--- config.mk ---
export PLATFORM = sky130hd
export DESIGN_NAME = vcap_packer
export DESIGN_NICKNAME = d
export VERILOG_FILES = /design/src/rtl/vcap_pkg.sv /design/src/rtl/vcap_datapath.sv /design/src/rtl/vcap_control.sv /design/src/rtl/vcap_packer.sv
export SDC_FILE = /design/constraint.sdc
export NUM_CORES = 1
export LEC_CHECK = 0
export ABC_AREA = 1
export BUFFER_PORTS_ARGS = -buffer_cell sky130_fd_sc_hd__buf_2
export CAP_MARGIN = 20
export CORE_MARGIN = 10
export CORE_UTILIZATION = 58
export DETAILED_ROUTE_END_ITERATION = 10
export GPL_TIMING_DRIVEN = 0
export HOLD_SLACK_MARGIN = 0.1
export PLACE_DENSITY = 0.8
export SLEW_MARGIN = 0
export SYNTH_ARGS = -nofsm -noshare
export SYNTH_HDL_FRONTEND = slang
export SYNTH_SLANG_ARGS = --single-unit
export TNS_END_PERCENT = 30
--- constraint.sdc ---
create_clock -name clk -period 2.22 [get_ports clk]
set_input_delay 0.666 -clock clk [delete_from_list [all_inputs] [get_ports clk]]
set_output_delay 0.666 -clock clk [all_outputs]
set_load 0.01 [all_outputs]
--- src/rtl/vcap_pkg.sv ---
package vcap_pkg;

  typedef struct packed {
    logic wordWr;
    logic fullCommit;
    logic endCommit;
    logic pathReset;
  } vcapStrobe_t;

  function automatic int payWords(input int bufBytes, input int headBytes, input int tailBytes);
    return (bufBytes - headBytes - tailBytes) / 2;
  endfunction

  function automatic int idxW(input int n);
    return (n > 1) ? $clog2(n) : 1;
  endfunction

  function automatic int addrW(input int bufBytes, input int headBytes, input int tailBytes);
    return $clog2(headBytes / 2 + payWords(bufBytes, headBytes, tailBytes));
  endfunction

  function automatic int byteW(input int bufBytes, input int headBytes, input int tailBytes);
    return $clog2(2 * payWords(bufBytes, headBytes, tailBytes) + 1);
  endfunction

endpackage

--- src/rtl/vcap_datapath.sv ---
module vcap_datapath #(
  parameter int BUF_BYTES  = 49152,
  parameter int NUM_BUFS   = 2,
  parameter int HEAD_BYTES = 12,
  parameter int TAIL_BYTES = 4,
  localparam int PAY_WORDS  = vcap_pkg::payWords(BUF_BYTES, HEAD_BYTES, TAIL_BYTES),
  localparam int WORD_LIMIT = PAY_WORDS - 1,
  localparam int CNT_W      = vcap_pkg::idxW(PAY_WORDS),
  localparam int BUF_W      = vcap_pkg::idxW(NUM_BUFS),
  localparam int ADDR_W     = vcap_pkg::addrW(BUF_BYTES, HEAD_BYTES, TAIL_BYTES),
  localparam int BYTE_W     = vcap_pkg::byteW(BUF_BYTES, HEAD_BYTES, TAIL_BYTES)
) (
  input  logic                   clk,
  input  logic                   rstN,
  input  vcap_pkg::vcapStrobe_t  strb,
  input  logic [15:0]            pixData,
  output logic [BUF_W-1:0]       curBuf,
  output logic                   atLimit,
  output logic                   hasWords,
  output logic [CNT_W-1:0]       addrCnt,
  output logic [CNT_W-1:0]       dataCnt,
  output logic                   wrValid,
  output logic [BUF_W-1:0]       wrBuf,
  output logic [ADDR_W-1:0]      wrAddr,
  output logic [15:0]            wrData,
  output logic                   commitValid,
  output logic [BUF_W-1:0]       commitBuf,
  output logic [BYTE_W-1:0]      commitBytes,
  output logic                   commitPartial
);

  localparam int HEAD_WORDS = HEAD_BYTES / 2;

  logic [BUF_W-1:0] nextBuf;

  // ring advance: natural wrap for power-of-two rings, compare otherwise
  generate
    if ((1 << BUF_W) == NUM_BUFS) begin : g_pow2Ring
      assign nextBuf = curBuf + BUF_W'(1);
    end else begin : g_oddRing
      assign nextBuf = (curBuf == BUF_W'(NUM_BUFS - 1)) ? '0 : curBuf + BUF_W'(1);
    end
  endgenerate

  assign atLimit  = (addrCnt == CNT_W'(WORD_LIMIT));
  assign hasWords = (dataCnt != '0);

  always_ff @(posedge clk) begin
    if (!rstN) begin
      curBuf        <= '0;
      addrCnt       <= '0;
      dataCnt       <= '0;
      wrValid       <= 1'b0;
      wrBuf         <= '0;
      wrAddr        <= '0;
      wrData        <= '0;
      commitValid   <= 1'b0;
      commitBuf     <= '0;
      commitBytes   <= '0;
      commitPartial <= 1'b0;
    end else begin
      wrValid       <= strb.wordWr;
      commitValid   <= strb.fullCommit | strb.endCommit;
      commitPartial <= strb.endCommit;
      if (strb.pathReset) begin
        curBuf  <= '0;
        addrCnt <= '0;
        dataCnt <= '0;
      end else begin
        if (strb.wordWr) begin
          wrBuf  <= curBuf;
          wrAddr <= ADDR_W'(HEAD_WORDS) + ADDR_W'(addrCnt);
          wrData <= pixData;
        end
        if (strb.fullCommit) begin
          commitBuf   <= curBuf;
          commitBytes <= (BYTE_W'(dataCnt) + BYTE_W'(1)) << 1;
          curBuf      <= nextBuf;
          addrCnt     <= '0;
          dataCnt     <= '0;
        end else if (strb.endCommit) begin
          commitBuf   <= curBuf;
          commitBytes <= BYTE_W'(dataCnt) << 1;
          curBuf      <= nextBuf;
          addrCnt     <= '0;
          dataCnt     <= '0;
        end else if (strb.wordWr) begin
          addrCnt <= addrCnt + CNT_W'(1);
          dataCnt <= dataCnt + CNT_W'(1);
        end
      end
    end
  end

endmodule

--- src/rtl/vcap_control.sv ---
module vcap_control #(
  parameter int NUM_BUFS      = 2,
  parameter int FRAME_TIMEOUT = 4000000,
  localparam int BUF_W        = vcap_pkg::idxW(NUM_BUFS),
  localparam int TMR_W        = $clog2(FRAME_TIMEOUT + 1)
) (
  input  logic                   clk,
  input  logic                   rstN,
  input  logic                   frameValid,
  input  logic                   lineValid,
  input  logic [NUM_BUFS-1:0]    bufRelease,
  input  logic [BUF_W-1:0]       curBuf,
  input  logic                   atLimit,
  input  logic                   hasWords,
  output vcap_pkg::vcapStrobe_t  strb,
  output logic                   dmaResetEvt
);

  logic                prevFv;
  logic                dropping;
  logic [NUM_BUFS-1:0] held;
  logic [NUM_BUFS-1:0] selMask;
  logic [TMR_W-1:0]    frameTimer;

  logic fvRise, fvFall, active, accept, timeout, heldCur, failCommit, evt;

  assign fvRise     = frameValid & ~prevFv;
  assign fvFall     = ~frameValid & prevFv;
  assign active     = ~dropping | fvRise;
  assign accept     = frameValid & lineValid & active;
  assign timeout    = frameValid & active & (frameTimer == TMR_W'(FRAME_TIMEOUT));
  assign heldCur    = |(held & selMask);
  assign failCommit = accept & heldCur;
  assign evt        = timeout | failCommit;

  always_comb begin
    strb            = '0;
    strb.pathReset  = evt;
    strb.wordWr     = accept & ~evt;
    strb.fullCommit = accept & ~evt & atLimit;
    strb.endCommit  = fvFall & ~dropping & hasWords;
  end

  // one ownership bit per buffer: commit takes it, release returns it
  generate
    for (genvar g = 0; g < NUM_BUFS; g++) begin : g_own
      assign selMask[g] = (curBuf == BUF_W'(g));
      always_ff @(posedge clk) begin
        if (!rstN || evt) begin
          held[g] <= 1'b0;
        end else if ((strb.fullCommit | strb.endCommit) && selMask[g]) begin
          held[g] <= 1'b1;
        end else if (bufRelease[g]) begin
          held[g] <= 1'b0;
        end
      end
    end
  endgenerate

  always_ff @(posedge clk) begin
    if (!rstN) begin
      prevFv      <= 1'b0;
      dropping    <= 1'b0;
      frameTimer  <= '0;
      dmaResetEvt <= 1'b0;
    end else begin
      prevFv      <= frameValid;
      dmaResetEvt <= evt;
      if (evt) begin
        dropping <= 1'b1;
      end else if (fvRise) begin
        dropping <= 1'b0;
      end
      if (evt || !frameValid) begin
        frameTimer <= '0;
      end else if (active) begin
        frameTimer <= frameTimer + TMR_W'(1);
      end
    end
  end

endmodule

--- src/rtl/vcap_packer.sv ---
module vcap_packer #(
  parameter int BUF_BYTES     = 49152,
  parameter int NUM_BUFS      = 2,
  parameter int HEAD_BYTES    = 12,
  parameter int TAIL_BYTES    = 4,
  parameter int FRAME_TIMEOUT = 4000000
) (
  input  logic                clk,
  input  logic                rstN,
  input  logic                frameValid,
  input  logic                lineValid,
  input  logic [15:0]         pixData,
  input  logic [NUM_BUFS-1:0] bufRelease,
  output logic                wrValid,
  output logic [vcap_pkg::idxW(NUM_BUFS)-1:0] wrBuf,
  output logic [vcap_pkg::addrW(BUF_BYTES, HEAD_BYTES, TAIL_BYTES)-1:0] wrAddr,
  output logic [15:0]         wrData,
  output logic                commitValid,
  output logic [vcap_pkg::idxW(NUM_BUFS)-1:0] commitBuf,
  output logic [vcap_pkg::byteW(BUF_BYTES, HEAD_BYTES, TAIL_BYTES)-1:0] commitBytes,
  output logic                commitPartial,
  output logic                dmaResetEvt
);

  localparam int PAY_WORDS = vcap_pkg::payWords(BUF_BYTES, HEAD_BYTES, TAIL_BYTES);
  localparam int CNT_W     = vcap_pkg::idxW(PAY_WORDS);
  localparam int BUF_W     = vcap_pkg::idxW(NUM_BUFS);

  vcap_pkg::vcapStrobe_t strb;
  logic [BUF_W-1:0]      curBuf;
  logic                  atLimit;
  logic                  hasWords;
  logic [CNT_W-1:0]      addrCnt;
  logic [CNT_W-1:0]      dataCnt;

  vcap_control #(
    .NUM_BUFS     (NUM_BUFS),
    .FRAME_TIMEOUT(FRAME_TIMEOUT)
  ) ctrl_i (
    .clk        (clk),
    .rstN       (rstN),
    .frameValid (frameValid),
    .lineValid  (lineValid),
    .bufRelease (bufRelease),
    .curBuf     (curBuf),
    .atLimit    (atLimit),
    .hasWords   (hasWords),
    .strb       (strb),
    .dmaResetEvt(dmaResetEvt)
  );

  vcap_datapath #(
    .BUF_BYTES (BUF_BYTES),
    .NUM_BUFS  (NUM_BUFS),
    .HEAD_BYTES(HEAD_BYTES),
    .TAIL_BYTES(TAIL_BYTES)
  ) dp_i (
    .clk          (clk),
    .rstN         (rstN),
    .strb         (strb),
    .pixData      (pixData),
    .curBuf       (curBuf),
    .atLimit      (atLimit),
    .hasWords     (hasWords),
    .addrCnt      (addrCnt),
    .dataCnt      (dataCnt),
    .wrValid      (wrValid),
    .wrBuf        (wrBuf),
    .wrAddr       (wrAddr),
    .wrData       (wrData),
    .commitValid  (commitValid),
    .commitBuf    (commitBuf),
    .commitBytes  (commitBytes),
    .commitPartial(commitPartial)
  );

endmodule

==> flow_metrics.py <==
metrics = {
    "synth": {
        "yosysSeqAreaShare_pct": 39.0,
        "synth_nets": 848,
        "synth-edff-count": 0,
        "synthDominantCellAreaShare_pct": 39.0,
        "ys_types": 32,
        "netlist_instances": 819,
        "synth_top_cells_by_count": "217 x nand2_1, 109 x dfxtp_1, 96 x nor2_1",
        "yosysWarnings": 0,
        "avgSynthCellArea_um2": 6.84,
        "ys_ff_latch": 109,
        "syn_area_mm2": 0.00560,
        "synth_async_sr_flop_share_pct": 0,
        "synth_top_flop_cell": "dfxtp_1",
        "yosysMostFrequentCell": "nand2_1",
        "yosysTopAreaCell": "dfxtp_1",
        "ys_top_cells_by_area": "dfxtp_1 39%, nand2_1 15%, nor2_1 6.4%",
    },
    "place": {
        "dpl.cell_count": 1021,
        "hpwlAfterDp_mm": 11.7,
        "port-buffer-count": 73,
        "gp_congestion": 0.914,
        "place_ws_ns": -0.108,
    },
    "global_route": {
        "grt.total_usage_pct": 21.8,
        "grt_overflow": 0,
        "antenna_found_initial": 0,
        "grt_pass1_vias": 5350,
        "grt_max_degree": 21,
        "grt_pass1_wl_mm": 25.8,
    },
    "drt": {
        "drt_wl_total_mm": 15.5,
        "wl_per_cell_um": 15.0,
        "vias_per_cell": 5.38,
        "detail-route-antenna-nets": 0,
        "drc_errors": 0,
        "drt_iter0_markers": 616,
        "vias": 5580,
        "dr.pass1.iters": 5,
    },
    "power": {
        "p_leak_uw": 0.00265,
        "peakVddDrop_mv": 0.423,
        "finalPower_uw": 3590,
        "p_per_area_mw_per_mm2": 567,
    },
    "finish": {
        "drive_gt1_share_pct": 17.0,
        "diodes": 0,
        "finalNonFillerCells": 1037,
        "nNetsFinal": 932,
        "area_growth_pct": 13.1,
    },
    "timing": {
        "setup_tns_ns": 0,
        "hold_violations": 0,
        "hold_ws_ns": 0.467,
        "setup_viol": 0,
        "skew_ns": 0.0141,
        "setup_ws_ns": 0.149,
        "tightest_slew_ns": 0.789,
        "slew_violations": 0,
        "final.period_utilization_pct": 93.3,
        "rsz0062_at_grt": "no",
        "relSlewSlack_pct": 47.0,
        "min_period_ns": 2.07,
        "fmax_mhz": 483,
    },
    "clock_network": {
        "clock_latency_ns": 0.39,
        "cts_buffer_depth": 2,
        "cts_sinks": 109,
        "htreeDepth": 3,
        "cts-root-buf": "clkbuf_8",
        "numCtsBuffers": 9,
        "clk_pin_slew_ns": 0.11,
        "hold_buffers": 0,
        "cts_tree": "done",
        "post_cts_buffers": 0,
    },
    "critical_path": {
        "critPathSlowestCell": "dfxtp_2",
        "slowest_delay_ns": 0.44,
        "reg2reg_depth": 11,
        "cp-start-kind": "flop",
        "crit_arrival_ns": 2.35,
        "cp_max_fo": 10,
        "path_class": "reg2reg",
        "crit_path_cell_trace": "ha_2 > inv_1 > nor2_1 > nand2_1 > nor2_4 > nand4_4 > nand2_4 > inv_2 > nand2_2 > buf_4 > a21oi_1",
        "rr_endpoint": "dp_i.addrCnt[1]",
        "r2r_slack_ns": 0.15,
        "reg2reg_from": "dp_i.addrCnt[0]",
        "setup.worst_path.end_class": "flop",
        "required_ns": 2.50,
    },
    "run": {
        "cap_viol_max_count": 0,
    },
    "outcome": {
        "status": "complete, no violations",
    },
    "die": {
        "die_y_um": 118,
        "die_x_um": 118,
        "dieArea_mm2": 0.0140,
        "rows": 35,
        "io_pins": 75,
        "start_util_pct": 60.0,
        "core_mm2": 0.00933,
    },
    "min_path": {
        "hold_start": "dp_i.wrData[7]",
        "hold_end": "dp_i.wrData[7]",
        "min_path_type": "reg2reg",
        "min_path_cells": 2,
    },
}
critical path: cells and delay by family (launching register included):
| kind | cells | cell delay [ns] |
|---|---|---|
| compound gates | 1 | 0.06 |
| fa+ha+maj | 1 | 0.26 |
| buf+inv | 3 | 0.38 |
| flops | 1 | 0.44 |
| simple gates | 6 | 0.82 |
worst max-delay path by stage:
| stage | start | to | slack [ns] | cells past startpoint |
|---|---|---|---|---|
| global placement | frameValid | dp_i.addrCnt[8] | -0.06 | 11 |
| finish | dp_i.addrCnt[0] | dp_i.addrCnt[1] | 0.15 | 11 |
| CTS | dp_i.addrCnt[1] | dp_i.dataCnt[9] | 0.007 | 11 |
| detailed placement | frameValid | dp_i.addrCnt[2] | -0.11 | 11 |
| global route | ctrl_i.frameTimer[0] | dp_i.addrCnt[13] | 0.009 | 10 |
| floorplan | frameValid | dp_i.commitBytes[8] | 0.40 | 11 |
area by class of cell:
class,instances,area (um^2)
repair buffers,73,365
flip-flops and latches,109,2180
inverters,91,344
fillers,853,2990
clock inverters,7,70.1
plain buffers,32,190
well taps,129,161
clock buffers,9,124
multi-input cells,587,2890
flip-flops by register name, indices dropped and copies added, names as in the netlist:
signal              count
dp_i.wrAddr            15
dp_i.commitBytes       15
ctrl_i.dmaResetEvt      1
dp_i.wrData            16
ctrl_i.prevFv           1
dp_i.wrBuf              1
ctrl_i.held             2
dp_i.commitPartial      1
dp_i.commitValid        1
dp_i.wrValid            1
dp_i.commitBuf          1
dp_i.curBuf             1
dp_i.dataCnt           15
ctrl_i.frameTimer      22
dp_i.addrCnt           15
ctrl_i.dropping         1
per-layer routing:
layer / up-vias / wire [um] / track usage [%]
li1: 2778 / - / -
met2: 197 / 7250 / 35.4
met5: - / 0 / 0
met4: 0 / 332 / 8.04
met1: 2575 / 6990 / 28.1
met3: 30 / 965 / 3.90
metrics by stage:
step,utilization (%),area [um^2]
after floorplan,-,5600
after detailed placement,65.7,6120
after CTS,67.8,6320
after global placement,65.7,6120
final,67.9,6330
after global routing,67.9,6330
kinds of logic (layout without fill, tap and decap cells):
kind of cell | count (synthesis) | after routing | share of synthesized area (%)
adder cells (fa/ha/maj) | 7 | 7 | 1.56
XOR/XNOR | 35 | 35 | 5.48
other | 1 | 1 | 0.0670
AO/OA/AOI/OAI | 119 | 119 | 11.6
AND/OR/NAND/NOR | 425 | 425 | 32.8
flip-flops | 109 | 109 | 39.0
buffers and inverters | 123 | 212 | 9.50
timing repair:
item                       CTS  global route
gates resized for setup      1             8
pin swaps                    0             0
setup endpoints to repair   12            46
where the power goes:
part | switching (uW) | internal [uW] | leakage, uW
logic | 222 | 119 | 0.00167
clock network | 768 | 438 | 0.0000951
registers | 34.7 | 2010 | 0.000886
total | 1030 | 2570 | 0.00265
cells in the final DEF, fill, tap and decap left out, drive strengths merged:
cell,instances
inv,94
a21boi,2
nand3,48
nand4,28
xor2,30
nor3b,2
clkinvlp,1
clkbuf,18
nor4,1
clkinv,3
ha,7
nor2,100
a21o,1
dfxtp,109
buf,96
nor3,13
xnor2,5
o21ai,33
or2,5
a21oi,83
nand2,226
nand3b,2
conb,1
(Power assumes the default switching activity.)
